==> src/rtl/arith_pkg.sv <==
package arith_pkg;
    localparam int FUNC_W = 3;

    // Group select taken from function bits 2:1
    typedef enum logic [1:0] {
        GRP_ADD  = 2'b00,
        GRP_SUB  = 2'b01,
        GRP_MUL  = 2'b10,
        GRP_NONE = 2'b11
    } grp_e;
endpackage

==> src/rtl/addend_mux.sv <==
module addend_mux #(
    parameter int WIDTH = 32
) (
    input  logic [WIDTH-1:0] op_b,
    input  logic             use_one,
    output logic [WIDTH-1:0] addend
);
    localparam logic [WIDTH-1:0] ONE = WIDTH'(1);

    always_comb begin
        if (use_one) addend = ONE;
        else         addend = op_b;
    end
endmodule

==> src/rtl/addsub_core.sv <==
module addsub_core #(
    parameter int WIDTH = 32
) (
    input  logic [WIDTH-1:0] op_a,
    input  logic [WIDTH-1:0] addend,
    output logic [WIDTH-1:0] sum,
    output logic [WIDTH-1:0] diff
);
    // Both wrap modulo 2^WIDTH
    always_comb begin
        sum  = op_a + addend;
        diff = op_a - addend;
    end
endmodule

==> src/rtl/mul_core.sv <==
module mul_core #(
    parameter int WIDTH = 32
) (
    input  logic [WIDTH-1:0] op_a,
    input  logic [WIDTH-1:0] op_b,
    output logic [WIDTH-1:0] prod
);
    localparam int FULL_W = 2 * WIDTH;

    logic [FULL_W-1:0] prod_full;

    // Unsigned product, kept to the low half
    always_comb begin
        prod_full = {{WIDTH{1'b0}}, op_a} * {{WIDTH{1'b0}}, op_b};
        prod      = prod_full[WIDTH-1:0];
    end
endmodule

==> src/rtl/arith_unit.sv <==
module arith_unit
    import arith_pkg::*;
#(
    parameter int WIDTH = 32
) (
    input  logic [WIDTH-1:0]  op_a,
    input  logic [WIDTH-1:0]  op_b,
    input  logic [FUNC_W-1:0] func,
    output logic [WIDTH-1:0]  result
);
    logic [WIDTH-1:0] addend;
    logic [WIDTH-1:0] sum;
    logic [WIDTH-1:0] diff;
    logic [WIDTH-1:0] prod;
    grp_e             grp;

    assign grp = grp_e'(func[2:1]);

    addend_mux #(.WIDTH(WIDTH)) u_addend (
        .op_b    (op_b),
        .use_one (func[0]),
        .addend  (addend)
    );

    addsub_core #(.WIDTH(WIDTH)) u_addsub (
        .op_a   (op_a),
        .addend (addend),
        .sum    (sum),
        .diff   (diff)
    );

    mul_core #(.WIDTH(WIDTH)) u_mul (
        .op_a (op_a),
        .op_b (op_b),
        .prod (prod)
    );

    // Output selector: every branch drives result
    always_comb begin
        unique case (grp)
            GRP_ADD:  result = sum;
            GRP_SUB:  result = diff;
            GRP_MUL:  result = prod;
            GRP_NONE: result = '0;
            default:  result = '0;
        endcase
    end
endmodule

==> config.mk <==
export PLATFORM = sky130hd
export DESIGN_NAME = arith_unit
export DESIGN_NICKNAME = d
export VERILOG_FILES = /design/src/rtl/arith_pkg.sv /design/src/rtl/addend_mux.sv /design/src/rtl/addsub_core.sv /design/src/rtl/mul_core.sv /design/src/rtl/arith_unit.sv
export SDC_FILE = /design/constraint.sdc
export NUM_CORES = 1
export LEC_CHECK = 0
export ABC_CLOCK_PERIOD_IN_PS = 15300
export BUFFER_PORTS_ARGS = -buffer_cell sky130_fd_sc_hd__buf_2
export CORE_ASPECT_RATIO = 1.4
export CORE_MARGIN = 2
export CORE_UTILIZATION = 35
export DETAILED_ROUTE_END_ITERATION = 8
export PLACE_DENSITY_LB_ADDON = 0.15
export SETUP_SLACK_MARGIN = 0.05
export SLEW_MARGIN = 25
export SYNTH_ARGS = -nofsm -noshare
export SYNTH_HDL_FRONTEND = slang
export SYNTH_SLANG_ARGS = --single-unit
==> constraint.sdc <==
create_clock -name vclk -period 15.3
set_input_delay 0.765 -clock vclk [all_inputs]
set_output_delay 0.765 -clock vclk [all_outputs]
set_load 0.05 [all_outputs]
==> qor.csv <==
metric;value;unit
slew_headroom;28.3;%
syn_area_per_cell;8.50;um2
antenna_found_initial;1;
post_cts_resized;0;
drt-wirelength-per-cell;21.2;um
hpwl;46900;um
nets;2807;
postCtsSetupBuffers;0;
via_count;14802;
ioPinCount;99;
fill_cells;5522;
ctsHoldBuffers;0;
wl;61000;um
die_w;198;um
hp-start;func[1];
end_kind;output port;
finalHoldViolCount;0;
fmax;0.106;GHz
final_layout_size_suffix_gt1_share;6.03;%
yosysTopAreaCellShare;44.2;%
final_common_cell;fa_1;
synth_nets;2811;
drv_slew;0;
ys_types;63;
synth_largest_area_cell;fa_1;
seq_cells;0;
maxCapViolations;0;
period_needed;9.40;ns
avgViaCountPerCell;5.14;
status;completed;
worst-setup-path-type;primary input to output port;
portBuffers;99;
tightest_slew;1.07;ns
yosys-top-cells-area;fa_1, ha_1, and2_1;
synth_cells;2180;
min_period_over_period;61.4;%
syn-cell-area;18500;um2
crit_start;op_b[5];
final_cell_mix;fa_1, inv_1, and2_1;
drc;0;
grt_first_pass_wirelength;95000;um
cp.required;14.53;ns
tns;0;ns
gp_congestion;0.917;
grt_pass1_vias;16324;
grt_usage;22.9;%
regArea;0;um2
start_util;35.5;%
die_area;54800;um2
rows;99;
yosysWarnings;0;
arrival;8.63;ns
antenna_left;0;
drt_iter0_drc;784;
critPathMaxFanout;32;
area_growth;5.53;%
chipHeight;276;um
fin_util;37.4;%
first_pass_iters;5;
grt_remaining_overflow;0;
crit_path_start_kind;primary input;
multiInputGateArea;16500;um2
rsz0062_at_grt;false;
grt_max_degree;36;
core;52300;um2
clkbuf_count;0;
ys_seq_area_share;0;%
setup_violations;0;
hold_path_class;primary input to output port;
==> metal layers <==
layer  routed length (um)  global-route usage (%)
met5                    0                       0
met4                 2600                    8.25
met3                 2700                    1.73
met2                32200                    42.3
met1                23500                    27.6
==> synthesized netlist by cell type, drive strengths merged (4+ instances only) <==
library cell	count
a211oi	6
a21o	25
a21oi	63
a311oi	4
a31oi	11
and2	309
and3	11
buf	10
clkbuf	113
fa	409
ha	155
inv	395
nand2	259
nand2b	12
nand3	27
nor2	56
nor2b	11
nor3	21
o2111ai	4
o211ai	11
o21a	12
o21ai	39
o21bai	8
o22ai	24
o31ai	9
or2	4
or3	7
xnor2	90
xor2	32
==> critical path, cell delays in order <==
cell and delay [ns]:
buf_2 0.59, and2_1 0.27, fa_1 0.42, fa_1 0.49, fa_1 0.53, inv_1 0.05
fa_1 0.47, inv_1 0.05, fa_1 0.49, inv_1 0.05, fa_1 0.52, inv_1 0.05
fa_1 0.49, fa_1 0.42, ha_1 0.42, and3_1 0.24, nand2_1 0.08, a2111oi_0 0.49
o21ai_0 0.24, a311oi_1 0.42, a41oi_1 0.20, a21oi_1 0.26, xnor2_1 0.14, o22ai_1 0.16
buf_2 0.29
==> path summary, 6_finish.rpt <==
check | end | cells past startpoint
setup / recovery | result[31] | 25
hold / removal | result[6] | 3
==> final cells by class <==
class / count / share of cell area (%)
Tap cell: 707 / 4.52
Timing Repair Buffer: 118 / 3.26
Multi-Input combinational cell: 1661 / 84.6
Antenna cell: 1 / 0.0128
Inverter: 395 / 7.58
==> through the flow <==
stage                     std cells  instance area [um2]  hold WS [ns]  setup slack (ns)
after floorplan                2180                18500          1.83              6.40
after global placement         2881                19600          2.04              6.12
after detailed placement       2881                19600          2.05              5.88
after CTS                      2881                19600          2.05              5.85
after global routing           2881                19600          2.07              5.46
final                          2882                19600          2.06              5.90
==> kinds of logic (layout without fill, tap and decap cells) <==
group	count (synthesis)	after routing	synth area share (%)
simple gates	729	729	20.1
fa+ha+maj	564	564	54.6
buf+inv	519	513	10.7
compound gates	246	246	8.78
xor+xnor	122	122	5.77
other cells	0	1	0
